`src/rtl/lafifo_pkg.sv`:
```
package lafifo_pkg;

  typedef enum logic [1:0] {
    BANK_CLOSED   = 2'd0,
    BANK_ROW_HIT  = 2'd1,
    BANK_ROW_MISS = 2'd2
  } bank_state_e;

endpackage

```
`src/rtl/lafifo_store.sv`:
```
// Circular entry storage; write and read pointers wrap at DEPTH.
module lafifo_store #(
  parameter int DEPTH  = 9,
  parameter int WORD_W = 8,
  localparam int PTR_W = (DEPTH > 1) ? $clog2(DEPTH) : 1
) (
  input  logic              clk,
  input  logic              rst_n,
  input  logic              wr_en,
  input  logic [WORD_W-1:0] wr_word,
  input  logic              rd_en,
  output logic [WORD_W-1:0] rd_word
);

  logic [PTR_W-1:0]  wr_ptr, rd_ptr;
  logic [WORD_W-1:0] ent_q [DEPTH];

  function automatic logic [PTR_W-1:0] bump(input logic [PTR_W-1:0] p);
    return (p == PTR_W'(DEPTH - 1)) ? '0 : p + PTR_W'(1);
  endfunction

  always_ff @(posedge clk or negedge rst_n) begin
    if (!rst_n) begin
      wr_ptr <= '0;
      rd_ptr <= '0;
    end else begin
      if (wr_en) wr_ptr <= bump(wr_ptr);
      if (rd_en) rd_ptr <= bump(rd_ptr);
    end
  end

  for (genvar i = 0; i < DEPTH; i++) begin : g_ent
    logic [WORD_W-1:0] q;
    always_ff @(posedge clk) begin
      if (wr_en && (wr_ptr == PTR_W'(i))) q <= wr_word;
    end
    assign ent_q[i] = q;
  end

  assign rd_word = ent_q[rd_ptr];


  ptr_range_chk: assert property (@(posedge clk) disable iff (!rst_n)
    (wr_ptr < PTR_W'(DEPTH)) && (rd_ptr < PTR_W'(DEPTH)));

endmodule

```
`src/rtl/lafifo_occupancy.sv`:
```
// Beat and complete-transaction counters plus the registered accept flag.
module lafifo_occupancy #(
  parameter int DEPTH   = 9,
  parameter int MAX_TXN = 4,
  localparam int CNT_W  = $clog2(DEPTH + 1),
  localparam int TXN_W  = $clog2(MAX_TXN + 1)
) (
  input  logic             clk,
  input  logic             rst_n,
  input  logic             push,
  input  logic             push_last,
  input  logic             pop,
  input  logic             pop_last,
  output logic [CNT_W-1:0] beat_q,
  output logic [TXN_W-1:0] txn_q,
  output logic             accept_q
);

  logic [CNT_W-1:0] beat_nxt;
  logic [TXN_W-1:0] txn_nxt;
  logic             txn_inc, txn_dec;

  assign txn_inc = push && push_last;
  assign txn_dec = pop && pop_last;

  always_comb begin
    beat_nxt = beat_q + CNT_W'(push) - CNT_W'(pop);
    txn_nxt  = txn_q + TXN_W'(txn_inc) - TXN_W'(txn_dec);
  end

  always_ff @(posedge clk or negedge rst_n) begin
    if (!rst_n) begin
      beat_q   <= '0;
      txn_q    <= '0;
      accept_q <= 1'b0;
    end else begin
      beat_q   <= beat_nxt;
      txn_q    <= txn_nxt;
      accept_q <= (beat_nxt < CNT_W'(DEPTH)) && (txn_nxt < TXN_W'(MAX_TXN));
    end
  end


  full_block_chk: assert property (@(posedge clk) disable iff (!rst_n)
    (beat_q == CNT_W'(DEPTH)) |-> !accept_q);


  txn_cap_chk: assert property (@(posedge clk) disable iff (!rst_n)
    (txn_q == TXN_W'(MAX_TXN)) |-> !accept_q);


  no_overflow_chk: assert property (@(posedge clk) disable iff (!rst_n)
    push |-> (beat_q < CNT_W'(DEPTH)));


  no_underflow_chk: assert property (@(posedge clk) disable iff (!rst_n)
    pop |-> (beat_q != '0));


  txn_bound_chk: assert property (@(posedge clk) disable iff (!rst_n)
    CNT_W'(txn_q) <= beat_q);

endmodule

```
`src/rtl/lafifo_bank_class.sv`:
```
// Classifies the head request against the scheduler's open-row table.
module lafifo_bank_class
  import lafifo_pkg::*;
#(
  parameter int BANK_W = 2,
  parameter int ROW_W  = 13,
  localparam int NBANK = 1 << BANK_W
) (
  input  logic [BANK_W-1:0]      bank_sel,
  input  logic [ROW_W-1:0]       row_sel,
  input  logic [NBANK-1:0]       bank_open,
  input  logic [NBANK*ROW_W-1:0] bank_row,
  output bank_state_e            state
);

  logic [NBANK-1:0] row_match;

  for (genvar b = 0; b < NBANK; b++) begin : g_bank
    assign row_match[b] = (bank_row[b*ROW_W +: ROW_W] == row_sel);
  end

  always_comb begin
    if (!bank_open[bank_sel])     state = BANK_CLOSED;
    else if (row_match[bank_sel]) state = BANK_ROW_HIT;
    else                          state = BANK_ROW_MISS;
  end

endmodule

```
`src/rtl/lookahead_req_fifo.sv`:
```
module lookahead_req_fifo
  import lafifo_pkg::*;
#(
  parameter int DEPTH   = 9,
  parameter int MAX_TXN = 4,
  parameter int DATA_W  = 64,
  parameter int COL_W   = 10,
  parameter int BANK_W  = 2,
  parameter int ROW_W   = 13,
  localparam int ADDR_W = COL_W + BANK_W + ROW_W,
  localparam int NBANK  = 1 << BANK_W,
  localparam int CNT_W  = $clog2(DEPTH + 1),
  localparam int TXN_W  = $clog2(MAX_TXN + 1)
) (
  input  logic                   clk,
  input  logic                   rst_n,
  input  logic                   s_valid,
  output logic                   s_ready,
  input  logic [DATA_W-1:0]      s_data,
  input  logic [ADDR_W-1:0]      s_addr,
  input  logic                   s_last,
  output logic                   m_valid,
  input  logic                   m_ready,
  output logic [DATA_W-1:0]      m_data,
  output logic [ADDR_W-1:0]      m_addr,
  output logic                   m_last,
  output logic [1:0]             m_bank_state,
  input  logic [NBANK-1:0]       bank_open_i,
  input  logic [NBANK*ROW_W-1:0] bank_row_i,
  output logic [CNT_W-1:0]       beat_count,
  output logic [TXN_W-1:0]       txn_count
);

  localparam int WORD_W = 1 + ADDR_W + DATA_W;

  logic              push, pop;
  logic [WORD_W-1:0] wr_word, rd_word;
  bank_state_e       head_state;

  assign push    = s_valid && s_ready;
  assign pop     = m_valid && m_ready;
  assign wr_word = {s_last, s_addr, s_data};
  assign {m_last, m_addr, m_data} = rd_word;
  assign m_valid = (beat_count != '0);

  lafifo_store #(.DEPTH(DEPTH), .WORD_W(WORD_W)) u_store (
    .clk     (clk),
    .rst_n   (rst_n),
    .wr_en   (push),
    .wr_word (wr_word),
    .rd_en   (pop),
    .rd_word (rd_word)
  );

  lafifo_occupancy #(.DEPTH(DEPTH), .MAX_TXN(MAX_TXN)) u_occ (
    .clk       (clk),
    .rst_n     (rst_n),
    .push      (push),
    .push_last (s_last),
    .pop       (pop),
    .pop_last  (m_last),
    .beat_q    (beat_count),
    .txn_q     (txn_count),
    .accept_q  (s_ready)
  );

  lafifo_bank_class #(.BANK_W(BANK_W), .ROW_W(ROW_W)) u_class (
    .bank_sel  (m_addr[COL_W +: BANK_W]),
    .row_sel   (m_addr[COL_W+BANK_W +: ROW_W]),
    .bank_open (bank_open_i),
    .bank_row  (bank_row_i),
    .state     (head_state)
  );

  assign m_bank_state = head_state;


  head_hold_chk: assert property (@(posedge clk) disable iff (!rst_n)
    (m_valid && !m_ready) |=> (m_valid && $stable(m_data) &&
                               $stable(m_addr) && $stable(m_last)));


  blocked_no_change_chk: assert property (@(posedge clk) disable iff (!rst_n)
    (s_valid && !s_ready && !pop) |=> $stable(beat_count) && $stable(txn_count));


  state_code_chk: assert property (@(posedge clk) disable iff (!rst_n)
    m_bank_state != 2'd3);

endmodule

```
`config.mk`:
```
export PLATFORM = sky130hd
export DESIGN_NAME = lookahead_req_fifo
export DESIGN_NICKNAME = d
export VERILOG_FILES = /design/src/rtl/lafifo_pkg.sv /design/src/rtl/lafifo_store.sv /design/src/rtl/lafifo_occupancy.sv /design/src/rtl/lafifo_bank_class.sv /design/src/rtl/lookahead_req_fifo.sv
export SDC_FILE = /design/constraint.sdc
export NUM_CORES = 1
export LEC_CHECK = 0
export BUFFER_PORTS_ARGS = -buffer_cell sky130_fd_sc_hd__buf_2
export CAP_MARGIN = 10
export CORE_ASPECT_RATIO = 0.8
export CORE_UTILIZATION = 55
export CTS_CLUSTER_DIAMETER = 150
export DETAILED_ROUTE_END_ITERATION = 8
export PLACE_DENSITY = 0.74
export SLEW_MARGIN = 20
export SYNTH_ARGS = -nofsm -noshare
export SYNTH_HDL_FRONTEND = slang
export SYNTH_HIERARCHICAL = 1
export SYNTH_SLANG_ARGS = --single-unit
```
`constraint.sdc`:
```
create_clock -name clk -period 10.49 [get_ports clk]
set_clock_uncertainty 0.2 [all_clocks]
set_input_delay 0.5245 -clock clk [delete_from_list [all_inputs] [get_ports clk]]
set_output_delay 0.5245 -clock clk [all_outputs]
set_load 0.005 [all_outputs]
```
# Yosys cells after proc, flatten, opt, wreduce, memory -nomap -nowiden
# Cells that the tools add are included.
[classes] n_addsub=6 n_lt_le_gt_ge=4 eq_ne=13 muxes=11 bitwise_logic=1 reduce_logical=16
[ops] op="$bmux 90 s4" n=1
[ops] op="$mux 90" n=2
[ops] op="$eq 13x13->1" n=4
[ops] op="$eq 4x3->1 const B" n=4
[ops] op="$logic_and 1x1->1" n=14
[ops] op="$add 4x1->4 const B" n=2
[ops] op="$eq 4x2->1 const B" n=2
[ops] op="$eq 4x4->1 const B" n=2
[ops] op="$mux 4" n=2
[ops] op="$ge 5x5->1 const B" n=1
[ops] op="$not 4->5" n=1
[ops] op="$add 4x1->4" n=1
[ops] op="$bmux 1 s2" n=2
[ops] op="$eq 4x1->1 const B" n=1
[ops] op="$logic_not 4->1" n=1
[ops] op="$lt 4x4->1 const B" n=1
[ops] op="$mux 2" n=2
[ops] op="$reduce_bool 4->1" n=1
[ops] op="$sub 4x1->4" n=1
[ops] op="$add 3x1->3" n=1
[ops] op="$lt 2x3->1 const B" n=1
[ops] op="$lt 3x3->1 const B" n=1
[ops] op="$sub 3x1->3" n=1
[ops] op="$mux 1" n=2
[totals] register_bits=826 inputBits=150 out_inout_bits=101 wordCells=65

# Logic depth before layout (Yosys ltp)
[logic_depth] word_depth=9 depth_mapped=14 mapped_depth_nobuf=12

# By module
# The synthesis kept the hierarchy.
[modules_own_cells] module="lafifo_store" n_inst=1 cells_per_inst=1901 area_per_inst_um2=32602.5 seq_area_each_um2=24523.5
[modules_own_cells] module="lafifo_bank_class" n_inst=1 cells_per_inst=76 area_per_inst_um2=633.1 seq_area_each_um2=0.0
[modules_own_cells] module="lafifo_occupancy" n_inst=1 cells_per_inst=39 area_per_inst_um2=452.9 seq_area_each_um2=200.2
[modules_own_cells] module="lookahead_req_fifo" n_inst=1 cells_per_inst=3 area_per_inst_um2=25.0 seq_area_each_um2=0.0

# Worst setup path after synthesis
# Ideal clock, no wire load.
[synth_timing] path_type="in2reg" startpoint="input port s_valid" endpoint="register u_store.g_ent[6].q[0], enable pin" setup_ps=667 arrival_time_ps=7418 t_required_ps=9623 path_slack_ps=2205 cell_stages=3 n_path_buf=0 cell_sequence="and2_1 -> nand2_1 -> nor3b_1"
[synth_via] elab_chain_cells=2
[synth_lines] element="from (decl)" line="lookahead_req_fifo.sv:17" rtl="input logic s_valid,"
[synth_lines] element="$logic_and 1x1->1" line="lookahead_req_fifo.sv:40" rtl="assign push = s_valid && s_ready;"
[synth_lines] element="$logic_and 1x1->1" line="lafifo_store.sv:35" rtl="if (wr_en && (wr_ptr == PTR_W'(i))) q <= wr_word;"
[synth_lines] element="to (signal assigned)" line="lafifo_store.sv:35"
[synth_lines] element="to (decl)" line="lafifo_store.sv:33" rtl="logic [WORD_W-1:0] q;"
# Every way passes these cells.
# A chain may end at the register's enable or synchronous reset.

# Worst setup path in the final report
[layout_timing] startpoint="register u_store.rd_ptr[0]" endpoint="output port m_bank_state[0]"
[layout_via] elab_chain_cells=9 word_cells_on_any_way=14 classes_between="4 x eq/ne; 9 x mux; 1 x bitwise"
[layout_lines] element="from (decl)" line="lafifo_store.sv:15" rtl="logic [PTR_W-1:0] wr_ptr, rd_ptr;"
[layout_lines] element="from (signal assigned)" line="lafifo_store.sv:28" rtl="if (rd_en) rd_ptr <= bump(rd_ptr);"
[layout_lines] element="$not 4->5 (not written as such) *" line="lafifo_store.sv:40" rtl="assign rd_word = ent_q[rd_ptr];"
[layout_lines] element="$bmux 90 s4 *" line="lafifo_store.sv:40"
[layout_lines] element="$mux 90 (not written as such) * (2 in a row)" line="lafifo_store.sv:40"
[layout_lines] element="$eq 13x13->1" line="lafifo_bank_class.sv:19" rtl="assign row_match[b] = (bank_row[b*ROW_W +: ROW_W] == row_sel);"
[layout_lines] element="$bmux 1 s2" line="lafifo_bank_class.sv:24" rtl="else if (row_match[bank_sel]) state = BANK_ROW_HIT;"
[layout_lines] element="$mux 1 (not written as such)" line="lafifo_bank_class.sv:24"
[layout_lines] element="$mux 2" line="lafifo_bank_class.sv:24"
[layout_lines] element="$mux 2 *" line="lafifo_bank_class.sv:23" rtl="if (!bank_open[bank_sel]) state = BANK_CLOSED;"
[layout_lines] element="to (decl)" line="lookahead_req_fifo.sv:27" rtl="output logic [1:0] m_bank_state,"
# Every way passes the cells marked *; elsewhere a longest branch is shown, timed or not. The select of a mux whose other input is x is not followed.

==> results_dict.tcl <==
set metrics [dict create \
    status "finished clean" \
    clk_pin_slew_ns 0.06 \
    syn2layout_area_growth_pct 15.02 \
    cts.repair_timing.setup_buffer_count 0 \
    startpoint_type "register" \
    die_w_um 278.8 \
    grt_pass1_wl_mm 114.3 \
    timing.fmax_mhz 163.3 \
    p_per_area_nw_per_um2 254.9 \
    dr_total_vias 18740 \
    netlist_area_um2 33710 \
    endpoint_kind "primary output" \
    cts_buffers 80 \
    power.switching_w 0.003261 \
    ant_nets 0 \
    synth.ff_latch_count 826 \
    async_flop_share_pct 1.937 \
    synth.most_common_cell "edfxtp_1" \
    fp-row-count 80 \
    clk_path_buf_depth 3 \
    critPathArrivalTime_ns 5.40 \
    tightest_slew_ns 1.137 \
    crit_path_cell_trace "buf_12 > buf_4 > mux2i_1 > nor2_1 > o31a_1 > xor2_1 > nor4_1 > nand4_1 > o311ai_2 > and3_1 > buf_2" \
    synth_area_leaders "edfxtp_1 (72%), mux2i_1 (11%), o221ai_1 (2.3%), o31a_1 (2.3%), nor2b_1 (1.7%)" \
    p_seq_share_pct 39.3 \
    antenna_found_initial 7 \
    stdcell_count 3176 \
    synthMuxAreaShare_pct 10.82 \
    synth_top_family_by_area "multiplexers" \
    detail_route.vias_per_cell 5.900 \
    synthAdderAreaFrac_pct 0.5641 \
    wl_per_cell_um 23.83 \
    switching_share_pct 32.99 \
    required_ns 9.77 \
    p_comb_share_pct 32.8 \
    cts-htree-levels 3 \
    drv_cap 0 \
    crit_fanout 138 \
    grt_use_total_pct 24.32 \
    die_area_um2 62300 \
    max_slew_margin_pct 24.20 \
    yosys.area_share.simple_pct 3.574 \
    leakagePower_nw 13.55 \
    cpPeakStageDelay_ns 1.03 \
    p_clk_share_pct 27.9 \
    synthFlopType "edfxtp_1" \
    syn-num-nets 2183 \
    insertion_delay_ns 0.62 \
    min_period_over_period_pct 58.36 \
    finalSetupTns_ns 0 \
    layout.nets 2493 \
    cts_tree "done" \
    synth_compound_area_share_pct 7.753 \
    synth_cell_types 47 \
    drive_gt1_share_pct 17.02 \
    drc 0 \
    synth.largest_area_cell "edfxtp_1" \
    synth_cells 2019 \
    first_iter_violations 1454 \
    cts.sinks 826 \
    cts-root-buf "clkbuf_16" \
    setup_viol 0 \
    cp_top_family "buffers and inverters" \
    crit_slowest_cell "buf_4" \
    vdd_ir_drop_max_mv 0.2922 \
    hold_path_class "primary input to register" \
    portBuffers 250 \
    yosysSeqAreaShare_pct 73.33 \
    yosys.area_share.xor_xnor_pct 1.507 \
    ios 251 \
    slew_violations 0 \
    rsz0062_at_grt "no" \
    placed_cells 2942 \
    core_um2 60060 \
    grt_pass1_vias 19060 \
    num-fill-cells 4215 \
    finalHoldViolCount 0 \
    yosys_warnings 6 \
    synth_top_area_share_pct 72.15 \
    p_int_w 0.006624 \
    grt_max_degree 139 \
    globalplace.congestion 0.8270 \
    route.final.wire_length_mm 75.69 \
    grt_overflow 0 \
    synth-edff-count 810 \
    fp.dieH_um 223.4 \
    first_pass_iters 5 \
    layout_min_cycle_time_ns 6.122 \
    crit_buf_inv 3 \
    path_class "register to primary output" \
    start_util_pct 56.14 \
    hpwl_mm 39.54 \
    synth_common_cells "edfxtp_1 (810), mux2i_1 (361), nor2_1 (96), o21ai_0 (96)" \
    synth_area_per_cell_um2 16.70 \
]
## through the flow
step	total power (W)	utilization, %	cell area (um^2)	hold slack (ns)	worst slack (ns)
after detailed placement	0.007168	58.99	35430	0.2904	5.050
after floorplan	0.006150	-	33710	0.02891	2.205
after CTS	0.009944	64.55	38770	0.001117	4.357
final	0.009885	64.57	38780	0.01425	4.368
after global routing	0.01033	64.56	38780	0.005116	4.059
after global placement	0.007101	58.99	35430	0.2776	5.103
## power groups by stage
stage	registers [W]	clock network [W]	logic, W
global route	0.00390	0.00292	0.00351
finish	0.00389	0.00276	0.00324
global placement	0.00394	0	0.00316
CTS	0.00388	0.00279	0.00327
detailed placement	0.00395	0	0.00322
floorplan	0.00385	0	0.00230
## layout make-up
type                    count  area [um^2]  area share (%)
clock buffers             100         2141           5.521
repair buffers            359         2292           5.911
flip-flops and latches    826        24740           63.79
well taps                 779        974.7           2.513
multi-input cells        1049         8214           21.18
diodes                      5        12.51         0.03227
inverters                  13        53.80          0.1387
clock inverters            45        355.3          0.9163
## sequential cells by signal, summed over array words and instances (netlist names)
name	count
u_occ/accept_q	1
u_store/g_ent.q	810
u_store/wr_ptr	4
u_occ/beat_q	4
u_occ/txn_q	3
u_store/rd_ptr	4
## placed cells by master (no fill, tap or decap), drive strengths merged, types with 2 or more instances in the layout
cell | synthesis | final
a211oi | 2 | 2
a21oi | 90 | 90
a22o | 2 | 2
and2 | 5 | 5
and3 | 4 | 4
buf | 76 | 275
bufinv | 0 | 5
clkbuf | 55 | 100
clkinv | 1 | 34
clkinvlp | 0 | 2
dfrtp | 16 | 16
diode | 0 | 5
dlygate4sd3 | 0 | 84
edfxtp | 810 | 810
fa | 2 | 2
ha | 12 | 12
inv | 12 | 17
mux2i | 361 | 361
nand2 | 13 | 13
nand2b | 2 | 2
nand3 | 4 | 4
nand4 | 9 | 9
nor2 | 96 | 96
nor2b | 90 | 90
nor3 | 3 | 3
nor4 | 5 | 5
o21ai | 97 | 97
o221ai | 90 | 90
o31a | 90 | 90
or2 | 2 | 2
xnor2 | 37 | 37
xor2 | 21 | 21
## kinds of logic (layout without fill, tap and decap cells)
kind of cell | count (synthesis) | count (layout)
compound gates | 378 | 378
xor+xnor | 58 | 58
fa+ha+maj | 14 | 14
buf+inv | 144 | 517
flops | 826 | 826
mux | 363 | 363
other cells | 0 | 5
simple gates | 236 | 236
## what timing repair did
item	4_1_cts	5_1_grt
gates resized for setup	0	0
hold buffers	84	0
hold endpoints to repair	746	0
## path summary, 6_finish.rpt
path                                   start                endpoint  slack [ns]  depth (start not counted)
setup / recovery           u_store/rd_ptr[0]         m_bank_state[0]        4.37                         11
hold / removal                    s_data[12]  u_store/g_ent[5].q[12]        0.01                          1
setup reg to reg           u_store/rd_ptr[3]          u_occ/accept_q        5.52                         12
hold reg to reg               u_occ/txn_q[0]          u_occ/txn_q[0]        0.32                          1
max in group asynchronous              rst_n       u_store/rd_ptr[2]        9.53                          2
min in group asynchronous              rst_n       u_store/rd_ptr[1]        0.21                          2
## routing by layer
layer	vias up	global-route usage (%)	share of wire, %
li1	8559	-	-
met1	9486	33.14	43
met2	565	40.28	49
met3	123	4.315	5.8
met4	6	7.214	2.1
met5	-	0	0.049
(Power assumes the default switching activity.)
